File: config.mk
export PLATFORM = sky130hd
export DESIGN_NAME = wdtBarkBite
export DESIGN_NICKNAME = d
export VERILOG_FILES = /design/src/rtl/wdt_pkg.sv /design/src/rtl/wdt_ctrl.sv /design/src/rtl/wdt_datapath.sv /design/src/rtl/wdtBarkBite.sv
export SDC_FILE = /design/constraint.sdc
export NUM_CORES = 1
export LEC_CHECK = 0
export ABC_AREA = 1
export BUFFER_PORTS_ARGS = -buffer_cell sky130_fd_sc_hd__buf_2
export CELL_PAD_IN_SITES_DETAIL_PLACEMENT = 1
export CELL_PAD_IN_SITES_GLOBAL_PLACEMENT = 2
export CORE_MARGIN = 8
export CORE_UTILIZATION = 23
export CTS_CLUSTER_SIZE = 28
export DETAILED_ROUTE_END_ITERATION = 16
export PLACE_DENSITY = 0.63
export SYNTH_ARGS = -nofsm -noshare
export SYNTH_HDL_FRONTEND = slang
export SYNTH_SLANG_ARGS = --single-unit
export TNS_END_PERCENT = 1
File: constraint.sdc
create_clock -name clk -period 2.5 [get_ports clk]
set_input_delay 0.25 -clock clk [delete_from_list [all_inputs] [get_ports clk]]
set_output_delay 0.25 -clock clk [all_outputs]
set_load 0.02 [all_outputs]
File: src/rtl/wdt_pkg.sv
`timescale 1ns/1ps
package wdt_pkg;

  // Register byte offsets; software depends on these positions.
  localparam int OFF_RESTART = 'h04;
  localparam int OFF_ENABLE  = 'h08;
  localparam int OFF_STATUS  = 'h0C;
  localparam int OFF_BARK    = 'h10;
  localparam int OFF_BITE    = 'h14;

  // Decoded write strobes passed from control to datapath.
  typedef struct packed {
    logic restart;
    logic enWr;
    logic barkWr;
    logic biteWr;
  } wdtStrobe_t;

endpackage

File: src/rtl/wdt_ctrl.sv
`timescale 1ns/1ps
module wdt_ctrl
  import wdt_pkg::*;
#(
  parameter int ADDR_W = 5,
  parameter int DATA_W = 32,
  parameter int CNT_W  = 20
) (
  input  logic              wrEn,
  input  logic [ADDR_W-1:0] addr,
  input  logic              wrBit0,
  input  logic              enR,
  input  logic [CNT_W-1:0]  barkTh,
  input  logic [CNT_W-1:0]  biteTh,
  input  logic [CNT_W-1:0]  cnt,
  input  logic              barkIrq,
  input  logic              biteHit,
  output wdtStrobe_t        stb,
  output logic [DATA_W-1:0] rdData
);

  localparam logic [ADDR_W-1:0] A_RESTART = ADDR_W'(OFF_RESTART);
  localparam logic [ADDR_W-1:0] A_ENABLE  = ADDR_W'(OFF_ENABLE);
  localparam logic [ADDR_W-1:0] A_STATUS  = ADDR_W'(OFF_STATUS);
  localparam logic [ADDR_W-1:0] A_BARK    = ADDR_W'(OFF_BARK);
  localparam logic [ADDR_W-1:0] A_BITE    = ADDR_W'(OFF_BITE);

  // Write decode: anything not matching a mapped offset yields no strobe.
  always_comb begin
    stb         = '0;
    stb.restart = wrEn && (addr == A_RESTART) && wrBit0;
    stb.enWr    = wrEn && (addr == A_ENABLE);
    stb.barkWr  = wrEn && (addr == A_BARK);
    stb.biteWr  = wrEn && (addr == A_BITE);
  end

  // Read mux: side-effect free, unmapped offsets return zero.
  always_comb begin
    rdData = '0;
    unique case (addr)
      A_ENABLE: rdData[0] = enR;
      A_STATUS: begin
        rdData[0]         = barkIrq;
        rdData[1]         = biteHit;
        rdData[CNT_W+1:2] = cnt;
      end
      A_BARK:   rdData[CNT_W-1:0] = barkTh;
      A_BITE:   rdData[CNT_W-1:0] = biteTh;
      default:  rdData = '0;
    endcase
  end

endmodule

File: src/rtl/wdt_datapath.sv
`timescale 1ns/1ps
module wdt_datapath
  import wdt_pkg::*;
#(
  parameter int CNT_W = 20
) (
  input  logic             clk,
  input  logic             rstN,
  input  wdtStrobe_t       stb,
  input  logic [CNT_W-1:0] wrVal,
  output logic             enR,
  output logic [CNT_W-1:0] barkTh,
  output logic [CNT_W-1:0] biteTh,
  output logic [CNT_W-1:0] cnt,
  output logic             barkIrq,
  output logic             biteHit,
  output logic             biteReq
);

  logic biteSeen;

  always_ff @(posedge clk) begin
    if (!rstN) begin
      enR      <= 1'b0;
      barkTh   <= '0;
      biteTh   <= '0;
      cnt      <= '0;
      biteSeen <= 1'b0;
    end else begin
      if (stb.enWr)   enR    <= wrVal[0];
      if (stb.barkWr) barkTh <= wrVal;
      if (stb.biteWr) biteTh <= wrVal;

      if (stb.restart)               cnt <= '0;
      else if (enR && cnt < biteTh)  cnt <= cnt + CNT_W'(1);

      if (stb.restart)      biteSeen <= 1'b0;
      else if (biteReq)     biteSeen <= 1'b1;
    end
  end

  assign barkIrq = enR && (cnt >= barkTh);
  assign biteHit = enR && (cnt >= biteTh);
  assign biteReq = biteHit && !biteSeen;


  cnt_step_chk: assert property (@(posedge clk) disable iff (!rstN)
    (enR && !stb.restart && cnt < biteTh) |=> cnt == $past(cnt) + CNT_W'(1));


  restart_clr_chk: assert property (@(posedge clk) disable iff (!rstN)
    stb.restart |=> cnt == '0);


  cnt_sat_chk: assert property (@(posedge clk) disable iff (!rstN)
    (!stb.restart && cnt >= biteTh) |=> $stable(cnt));


  bite_pulse_chk: assert property (@(posedge clk) disable iff (!rstN)
    (biteReq && !stb.restart) |=> !biteReq);


  bark_off_chk: assert property (@(posedge clk) disable iff (!rstN)
    (stb.enWr && !wrVal[0]) |=> !barkIrq);

endmodule

File: src/rtl/wdtBarkBite.sv
`timescale 1ns/1ps
module wdtBarkBite
  import wdt_pkg::*;
#(
  parameter int ADDR_W = 5,
  parameter int CNT_W  = 20
) (
  input  logic              clk,
  input  logic              rstN,
  input  logic              wrEn,
  input  logic [ADDR_W-1:0] addr,
  input  logic [31:0]       wrData,
  output logic [31:0]       rdData,
  output logic              barkIrq,
  output logic              biteReq
);

  localparam int DATA_W = 32;

  wdtStrobe_t       stb;
  logic             enR;
  logic             biteHit;
  logic [CNT_W-1:0] barkTh;
  logic [CNT_W-1:0] biteTh;
  logic [CNT_W-1:0] cnt;
  logic             unusedHiBits;

  assign unusedHiBits = ^wrData[DATA_W-1:CNT_W];

  wdt_ctrl #(.ADDR_W(ADDR_W), .DATA_W(DATA_W), .CNT_W(CNT_W)) uCtrl (
    .wrEn    (wrEn),
    .addr    (addr),
    .wrBit0  (wrData[0]),
    .enR     (enR),
    .barkTh  (barkTh),
    .biteTh  (biteTh),
    .cnt     (cnt),
    .barkIrq (barkIrq),
    .biteHit (biteHit),
    .stb     (stb),
    .rdData  (rdData)
  );

  wdt_datapath #(.CNT_W(CNT_W)) uPath (
    .clk     (clk),
    .rstN    (rstN),
    .stb     (stb),
    .wrVal   (wrData[CNT_W-1:0]),
    .enR     (enR),
    .barkTh  (barkTh),
    .biteTh  (biteTh),
    .cnt     (cnt),
    .barkIrq (barkIrq),
    .biteHit (biteHit),
    .biteReq (biteReq)
  );

endmodule

==> flow_summary.toml, run 1 <==
[detailed_routing]
wl_um = 16000
wl_per_cell_um = 17.1
route.vias.total = 4394
vias_per_cell = 4.68
drc = 0
ant_nets = 0
drt-pass1-iter-count = 4
drt_first_iter_violations = 157

[clock_tree]
cts_buffers = 9
clk_latency_ns = 0.34
cts.root.buffer_cell = "clkbuf_16"
path_clk_slew_ns = 0.06
cts_sinks = 62
clk_path_buf_depth = 2
htree_levels = 3
cts_tree = "yes"

[timing]
drv_slew = 0
finalHoldViolations = 0
finalCritPeriodShare = 0.955
fmaxAchievable_mhz = 419
fin_worst_skew_ns = 0.00961
period_minus_slack_ns = 2.39
finalSetupViolCount = 0

[floorplanning]
die_x_um = 154
num_rows = 50
start_util = 0.235
num_io_pins = 74
die-area_um2 = 23800
die_h_um = 154
coreArea_um2 = 18700

[min_path]
hold_end = "uPath.barkTh[0]$_SDFFE_PN0P_"
hold-path-cell-count = 3
hp-start = "wrData[0]"
hold_path_class = "input port to flop"

[global_route]
antenna_found_initial = 0
track_usage = 0.138
grt_pass1_wl_um = 25900
grt_max_degree = 23
overflow = 0
grt_pass1_vias = 4760

[flow_run]
drv_cap = 0

[final_layout]
nFillCells = 2280
multi_input_area_um2 = 2760
antenna_cells = 0
synthToLayoutAreaGrowth_pct = 23.8
final_area_um2 = 5450
drive_gt1_frac = 0.240
final_nets = 780
regArea_um2 = 1240
postLayoutCoreUtil = 0.291

[logic_synthesis]
syn_area_um2 = 4400
synth_warnings = 0
syn_inst = 630
ys_ff_latch = 62
yosysUniqueCellTypes = 30
synth-seq-area-share = 0.282
avgSynthCellArea_um2 = 6.98

[critical_path]
end_kind = "output port"
reg2reg_depth = 9
cp.required_ns = 2.25
crit_type = "flop to output port"
reg2reg_slack_ns = 0.59
rr_endpoint = "uPath.cnt[9]$_SDFFE_PP0P_"
r2r_start = "uPath.biteTh[11]$_SDFFE_PN0P_"
startpoint_type = "flop"
critPathArrivalTime_ns = 2.14
critPathMaxFanout = 6

[power]
p_leak_nw = 2.27
peakVddDrop_v = 0.000239
pwr_density_cell_nw_per_um2 = 451

[placed_design]
place.gp.congestion = 0.817
portBuffers = 51
placed_cell_area_um2 = 5000
hpwl_um = 12700

[run_status]
status = "completed"
[layer usage]
layer	up-vias	track usage	share of wire	routed length (µm)
met2	57	0.239	0.49	7870
met5	-	0	0	0
met1	2111	0.170	0.46	7410
met3	17	0.0176	0.030	476
met4	0	0.0569	0.018	290
li1	2209	-	-	-
[report_power, final]
part | leakage [nW] | switching [mW] | total, mW | internal, mW
Clock | 0.137 | 0.467 | 1.24 | 0.769
Combinational | 1.63 | 0.149 | 0.219 | 0.0696
Sequential | 0.501 | 0.00386 | 1.00 | 0.998
Total | 2.27 | 0.620 | 2.46 | 1.84
[cells in the final DEF, fill, tap and decap left out, types with 2 or more instances in the layout]
| cell | Yosys | final |
|---|---|---|
| nand2_1 | 136 | 129 |
| inv_1 | 83 | 82 |
| a21oi_1 | 66 | 65 |
| dfxtp_1 | 62 | 60 |
| o21ai_0 | 51 | 50 |
| buf_2 | 8 | 48 |
| ha_1 | 41 | 37 |
| buf_4 | 13 | 36 |
| nor2_1 | 35 | 28 |
| nand4_1 | 24 | 24 |
| nand2_2 | 16 | 21 |
| nand3_1 | 16 | 15 |
| o221ai_1 | 14 | 14 |
| nor2_4 | 7 | 12 |
| a21oi_2 | 11 | 12 |
| conb_1 | 1 | 10 |
| nor2_2 | 7 | 9 |
| clkbuf_16 | 0 | 9 |
| xor2_1 | 7 | 7 |
| o211ai_1 | 4 | 4 |
| ha_4 | 0 | 4 |
| inv_2 | 2 | 3 |
| nand3_2 | 2 | 3 |
| clkbuf_1 | 10 | 3 |
| nand2_4 | 0 | 2 |
| a21o_1 | 2 | 2 |
| clkinv_2 | 0 | 2 |
| dfxtp_2 | 0 | 2 |
[cell families (layout without fill, tap and decap cells)]
| logic type | count (synthesis) | in the layout | synth area share |
|---|---|---|---|
| flip-flops | 62 | 62 | 0.282 |
| XOR/XNOR | 7 | 7 | 0.0139 |
| AND/OR/NAND/NOR | 246 | 246 | 0.259 |
| buffers and inverters | 122 | 187 | 0.128 |
| other | 1 | 10 | 0.000853 |
| adder cells (fa/ha/maj) | 41 | 41 | 0.117 |
| AO/OA/AOI/OAI | 151 | 151 | 0.199 |
[synth_stat cells (all sizes together)]
library cell	instances	share of area
conb	1	0.00085
xor2	7	0.014
nand2	152	0.14
a21oi	77	0.097
inv	85	0.073
nor3	1	0.0011
buf	27	0.047
o21bai	1	0.0026
clkbuf	10	0.0085
o221ai	14	0.028
o211ai	4	0.0068
a21o	2	0.0034
o21a	1	0.0017
a221oi	1	0.0020
nor2	49	0.058
nand3	18	0.023
and2	1	0.0014
dfxtp	62	0.28
nand4	25	0.037
ha	41	0.12
o21ai	51	0.058
[layout make-up]
type	count	share of cell area
multi-input combinational	455	0.508
sequential	62	0.228
timing repair buffer	86	0.0995
inverter	85	0.0586
tap	234	0.0538
clock buffer	12	0.0434
clock inverter	4	0.00873
[worst max-delay path, cell delays in order, from the launching register on]
cell and delay [ns]:
dfxtp_2 0.34, buf_4 0.16, ha_1 0.28, nand2_1 0.07, inv_1 0.03, nor2_1 0.12
o21a_1 0.19, nand2_1 0.08, nand2_1 0.07, nand4_1 0.12, nand3_2 0.11, nand2_1 0.06
buf_4 0.16
[worst max-delay path by stage]
| stage | startpoint | slack [ns] | to |
|---|---|---|---|
| final | uPath.cnt[11]$_SDFFE_PP0P_ | 0.11 | rdData[0] |
| after global routing | uPath.cnt[11]$_SDFFE_PP0P_ | -0.009 | rdData[0] |
| after CTS | uPath.biteTh[17]$_SDFFE_PN0P_ | 0.001 | rdData[1] |
| after detailed placement | uPath.biteTh[11]$_SDFFE_PN0P_ | 0.13 | rdData[1] |
| after global placement | uPath.biteTh[11]$_SDFFE_PN0P_ | 0.14 | rdData[1] |
| after floorplan | uPath.biteTh[19]$_SDFFE_PN0P_ | 0.58 | biteReq |
[flip-flops by register name, indices dropped and copies added, names as in the netlist]
signal          count
uPath.biteSeen      1
uPath.enR           1
uPath.biteTh       20
uPath.cnt          20
uPath.barkTh       20
[metrics by stage]
stage	TNS (ns)	std cells	hold slack [ns]	total power [mW]	setup slack, ns
5_1_grt	-0.00850	938	0.219	2.57	-0.00850
3_5_place_dp	0	920	0.462	1.23	0.126
3_3_place_gp	0	920	0.456	1.22	0.143
2_1_floorplan	0	639	0.382	1.17	0.577
4_1_cts	0	937	0.190	2.49	0.00133
6_report	0	938	0.203	2.46	0.111
[what timing repair did]
| item | in CTS | in global routing |
|---|---|---|
| pin swaps | 1 | 7 |
| endpoints found under the setup margin | 4 | 4 |
| resized for setup | 10 | 26 |
| hold buffers | 0 | 0 |
| endpoints found under the hold margin | 0 | 0 |
| buffers inserted | 1 | 1 |
Power figures use the tool's default switching activity.
==> run 2, diff against run 1 <==
==> constraint.sdc (replaced) <==
create_clock -name clk -period 2.5 [get_ports clk]
set_input_delay 0.125 -clock clk [delete_from_list [all_inputs] [get_ports clk]]
set_output_delay 0.125 -clock clk [all_outputs]
set_load 0.02 [all_outputs]
==> flow_summary.toml, run 2 (synthesis gave the netlist of run 1 again) <==
[timing]
fmaxAchievable_mhz = 425
period_minus_slack_ns = 2.35
rsz0062_at_grt = "yes"
finalCritPeriodShare = 0.940
finalSetupViolCount = 0
tightest_slew_ns = 1.02
drv_slew = 0
fin_worst_skew_ns = 0.00961
finalHoldViolations = 0
maxSlewHeadroom = 0.322
fin_tns_setup_ns = 0

[clock_tree]
cts_sinks = 62
cts_tree = "yes"
clk_path_buf_depth = 2
clk_latency_ns = 0.34
cts_buffers = 9
cts.root.buffer_cell = "clkbuf_16"
path_clk_slew_ns = 0.06
htree_levels = 3

[critical_path]
crit_type = "flop to output port"
worstPathCellList = "inv_1 -> ha_1 -> nand2_1 -> nor2_2 -> nand2_2 -> nor2_4 -> nand2_2 -> inv_1 -> nor2_4 -> nand3_1 -> nand2_1 -> o21bai_2 -> buf_4"
cp.buffers_inverters = 3
critPathArrivalTime_ns = 2.23
cp_slowest_cell = "dfxtp_1"
startpoint_type = "flop"
end_kind = "output port"
path_delay_family = "simple AND/OR/NAND/NOR gates"
critPathMaxFanout = 3
cp.required_ns = 2.38
cpPeakStageDelay_ns = 0.32

[detailed_routing]
wl_per_cell_um = 17.4
drt_first_iter_violations = 141
ant_nets = 0
drc = 0
vias_per_cell = 4.66
route.vias.total = 4360
wl_um = 16200
drt-pass1-iter-count = 4

[min_path]
hold_path_class = "input port to flop"

[final_layout]
final_cell_mix = "135 x nand2_1, 83 x inv_1, 66 x a21oi_1"
postLayoutCoreUtil = 0.285
drive_gt1_frac = 0.214
top_regs = "uPath.barkTh x20, uPath.biteTh x20, uPath.cnt x20"
final_cells = 935
synthToLayoutAreaGrowth_pct = 21.3
antenna_cells = 0
final_common_cell = "nand2_1"
final_nets = 777

[floorplanning]
die-area_um2 = 23800
coreArea_um2 = 18700
die_h_um = 154
num_rows = 50
num_io_pins = 74
die_x_um = 154
start_util = 0.235

[power]
pwr_density_cell_nw_per_um2 = 496
p_comb_frac = 0.079
switching_share = 0.248
p_seq_frac = 0.379
clockPowerShare = 0.542
switchingPower_mw = 0.655
p_leak_nw = 2.26
peakVddDrop_v = 0.000210
p_int_mw = 1.99
p_total_mw = 2.64

[global_route]
grt_pass1_wl_um = 26100
track_usage = 0.141
grt_pass1_vias = 4732
grt_max_degree = 42
antenna_found_initial = 0
overflow = 0

[run_status]
status = "completed"

[placed_design]
hpwl_um = 12600
portBuffers = 51
place.gp.congestion = 0.815
dp_cells = 918

[flow_run]
drv_cap = 0
==> run 2: changes by cell type in the layout (fill, tap and decap cells not counted), moves of 3 or more <==
| cell | previous run | this run |
|---|---|---|
| nor2_1 | 28 | 32 |
| nor2_4 | 12 | 8 |
| ha_1 | 37 | 41 |
| ha_4 | 4 | 0 |
| buf_4 | 36 | 33 |
| nand2_1 | 129 | 135 |
| clkbuf_1 | 3 | 0 |
| nand2_2 | 21 | 16 |
==> run 2: cell type report <==
type                    instances  area (µm²)
clock inverters                 5        81.3
repair buffers                 83         498
flip-flops and latches         62        1240
well taps                     234         293
multi-input cells             455        2650
fillers                      2333       13400
clock buffers                  11         253
inverters                      85         319
==> run 2: path summary, 6_finish.rpt <==
kind	from	endpoint	slack, ns	cells past startpoint
max reg2reg	uPath.cnt[19]$_SDFFE_PP0P_	uPath.cnt[11]$_SDFFE_PP0P_	0.43	11
min	wrData[0]	uPath.barkTh[0]$_SDFFE_PN0P_	0.07	3
min reg2reg	uPath.biteSeen$_SDFFE_PP0P_	uPath.biteSeen$_SDFFE_PP0P_	0.47	2
max	uPath.biteTh[14]$_SDFFE_PN0P_	rdData[1]	0.15	13
==> run 2: power by group through the flow <==
stage               combinational [mW]  sequential [mW]  clock, mW
global placement                 0.196             1.02          0
detailed placement               0.201             1.02          0
finish                           0.208             1.00       1.43
CTS                              0.208             1.00       1.48
floorplan                        0.147             1.02          0
global route                     0.233             1.00       1.51
==> run 2: metrics by stage <==
step	setup WS [ns]	hold WS (ns)	instance area, µm²
after global placement	0.254	0.409	4970
after global routing	-0.0414	0.0755	5330
after floorplan	0.702	0.257	4430
after detailed placement	0.240	0.412	4970
final	0.149	0.0674	5330
after CTS	0.0278	0.0485	5320
==> run 2: tightest hold or removal path, stage by stage <==
cell and delay [ns]:
buf_2 0.11, nor2_1 0.05, nor2_1 0.08
==> run 2: repair_timing <==
action	4_1_cts	5_1_grt
hold buffers	0	0
setup buffers	1	0
resized for setup	2	5
endpoints found under the setup margin	2	3
pin swaps	1	0
gates cloned	0	0
==> run 2: layer usage <==
metal / up-vias / GRT usage / share of wire
met2: 57 / 0.232 / 0.47
met3: 19 / 0.0159 / 0.018
met5: - / 0 / 0
met4: 0 / 0.0639 / 0.025
li1: 2200 / - / -
met1: 2084 / 0.181 / 0.49
==> run 3, diff against run 2 <==
- ABC_AREA: 1 -> unset
- PLACE_DENSITY: 0.63 -> 0.61
==> flow_summary.toml, run 3 <==
[run_status]
status = "completed"

[final_layout]
final_cells = 841
top_regs = "uPath.barkTh x20, uPath.biteTh x20, uPath.cnt x20"
drive_gt1_frac = 0.247
final_common_cell = "nand2_1"
nFillCells = 2140
antenna_cells = 0
final_area_um2 = 5310
final_nets = 692
final_cell_mix = "103 x nand2_1, 57 x inv_1, 53 x buf_4"
synthToLayoutAreaGrowth_pct = 30.4

[detailed_routing]
route.vias.total = 4037
drt-pass1-iter-count = 4
vias_per_cell = 4.80
wl_per_cell_um = 17.5
drc = 0
drt_first_iter_violations = 236
wl_um = 14700
ant_nets = 0

[critical_path]
end_kind = "output port"
cp.buffers_inverters = 2
reg2reg_depth = 10
reg2reg_slack_ns = 0.19
cpPeakStageDelay_ns = 0.35
cp_slowest_cell = "a221o_1"
startpoint_type = "flop"
crit_type = "flop to output port"
rr_endpoint = "uPath.cnt[7]$_SDFFE_PP0P_"
r2r_start = "uPath.biteTh[1]$_SDFFE_PN0P_"
path_delay_family = "compound AO/OA/AOI/OAI gates"
critPathMaxFanout = 6
critPathArrivalTime_ns = 2.29
cp.required_ns = 2.38
worstPathCellList = "buf_4 -> ha_1 -> a21o_1 -> a211o_1 -> a21oi_2 -> o211ai_1 -> a221o_1 -> buf_6"

[timing]
period_minus_slack_ns = 2.42
finalCritPeriodShare = 0.966
rsz0062_at_grt = "no"
drv_slew = 0
fmaxAchievable_mhz = 414
finalSetupViolCount = 0
whs_ns = 0.0467
finalHoldViolations = 0
fin_worst_skew_ns = 0.00330
tightest_slew_ns = 0.832
maxSlewHeadroom = 0.444

[min_path]
hold_end = "uPath.barkTh[9]$_SDFFE_PN0P_"
hp-start = "wrData[9]"
hold_path_class = "input port to flop"
hold-path-cell-count = 3

[clock_tree]
cts_buffers = 9
cts_tree = "yes"
clk_latency_ns = 0.34
clk_path_buf_depth = 2
cts_sinks = 62
cts.root.buffer_cell = "clkbuf_16"
path_clk_slew_ns = 0.06
postCtsHoldBufs = 0
htree_levels = 3

[floorplanning]
num_rows = 48
coreArea_um2 = 17300
die_x_um = 149
die-area_um2 = 22200
die_h_um = 149
start_util = 0.235
num_io_pins = 74

[logic_synthesis]
synthArstFlopShare = 0
synth_enable_flop_cells = 0
synth-seq-area-share = 0.305
ys_top_cells_by_area = "dfxtp_1 30%, ha_1 13%, nand2_1 9.6%"
synth_warnings = 0
ys_ff_latch = 62
synthMuxAreaShare = 0.0123
synthSimpleGateAreaFrac = 0.222
syn_inst = 524
syn_area_um2 = 4070
synth_top_family_by_area = "compound AO/OA/AOI/OAI gates"
synth_compound_area_frac = 0.234
yosysUniqueCellTypes = 39
synthAdderAreaFrac = 0.126
yosys.area.top_type = "dfxtp_1"
yosysMostFrequentCell = "nand2_1"
avgSynthCellArea_um2 = 7.77
synth_xor_area_frac = 0
synthFlopType = "dfxtp_1"
yosys-top-cells-count = "104 x nand2_1, 62 x dfxtp_1, 59 x inv_1, 41 x ha_1, 40 x a21boi_0"
yosys.area.top_type_share = 0.305

[placed_design]
portBuffers = 51
place.gp.congestion = 0.748
dp_cells = 825
hpwl_um = 11500
placed_cell_area_um2 = 4870

[power]
p_total_mw = 2.40
p_leak_nw = 2.18
peakVddDrop_v = 0.000262
pwr_density_cell_nw_per_um2 = 452

[global_route]
grt_pass1_vias = 4277
overflow = 0
grt_max_degree = 43
antenna_found_initial = 0
grt_pass1_wl_um = 23500
track_usage = 0.136

[flow_run]
drv_cap = 0
-- run 3: changes by cell type in the layout (fill, tap and decap cells not counted), sizes merged, moves of 26 or more --
cell	delta
a21boi	+40
nor2	-39
o21ai	-42
a21oi	-45
nand2	-48
inv	-26
-- run 3: cell type report --
class | instances | area (µm²) | share of cell area
clock buffer | 10 | 229 | 0.0431
clock inverter | 6 | 62.6 | 0.0118
tap | 225 | 282 | 0.0530
timing repair buffer | 103 | 669 | 0.126
multi-input combinational | 376 | 2590 | 0.487
sequential | 62 | 1260 | 0.237
inverter | 59 | 221 | 0.0417
-- run 3: how the worst max path moves through the flow --
stage | startpoint | endpoint | slack, ns | cells past startpoint
after floorplan | uPath.cnt[0]$_SDFFE_PP0P_ | rdData[0] | 0.31 | 8
after global placement | uPath.biteTh[11]$_SDFFE_PN0P_ | rdData[1] | -0.005 | 11
after detailed placement | uPath.biteTh[11]$_SDFFE_PN0P_ | rdData[1] | -0.03 | 11
after CTS | uPath.biteTh[1]$_SDFFE_PN0P_ | rdData[1] | -0.007 | 10
after global routing | uPath.cnt[13]$_SDFFE_PP0P_ | rdData[0] | 0.0008 | 8
final | uPath.cnt[1]$_SDFFE_PP0P_ | rdData[0] | 0.08 | 8
-- run 3: worst min-delay path, stage by stage --
cell,delay [ns]
buf_2,0.10
nand2_1,0.04
a21boi_0,0.06
-- run 3: kinds of logic after synthesis --
| kind of cell | Yosys count |
|---|---|
| simple gates | 188 |
| compound gates | 132 |
| buf+inv | 95 |
| flops | 62 |
| fa+ha+maj | 41 |
| mux | 5 |
| other cells | 1 |
-- run 3: stage by stage --
stage,TNS [ns],setup slack (ns),utilization
floorplan,0,0.309,-
global placement,-0.00465,-0.00465,0.282
detailed placement,-0.0263,-0.0263,0.282
CTS,-0.00675,-0.00675,0.304
global route,0,0.000831,0.307
finish,0,0.0840,0.307
-- run 3: where the power goes --
group          switching [mW]  total (mW)  leakage [nW]  internal, mW
combinational          0.0929       0.147          1.54        0.0537
sequential            0.00505       0.997         0.506         0.992
clock                   0.488        1.26         0.134         0.768
-- run 3: layer usage --
layer / track usage / part of all wire
met1: 0.185 / 0.51
met2: 0.212 / 0.44
met3: 0.0249 / 0.031
met4: 0.0439 / 0.015
met5: 0 / 0
-- run 3: what timing repair did --
item	in CTS	in global routing
resized for setup	22	17
cloned	0	0
buffers inserted	2	0
setup endpoints to repair	3	3
pin swaps	7	9
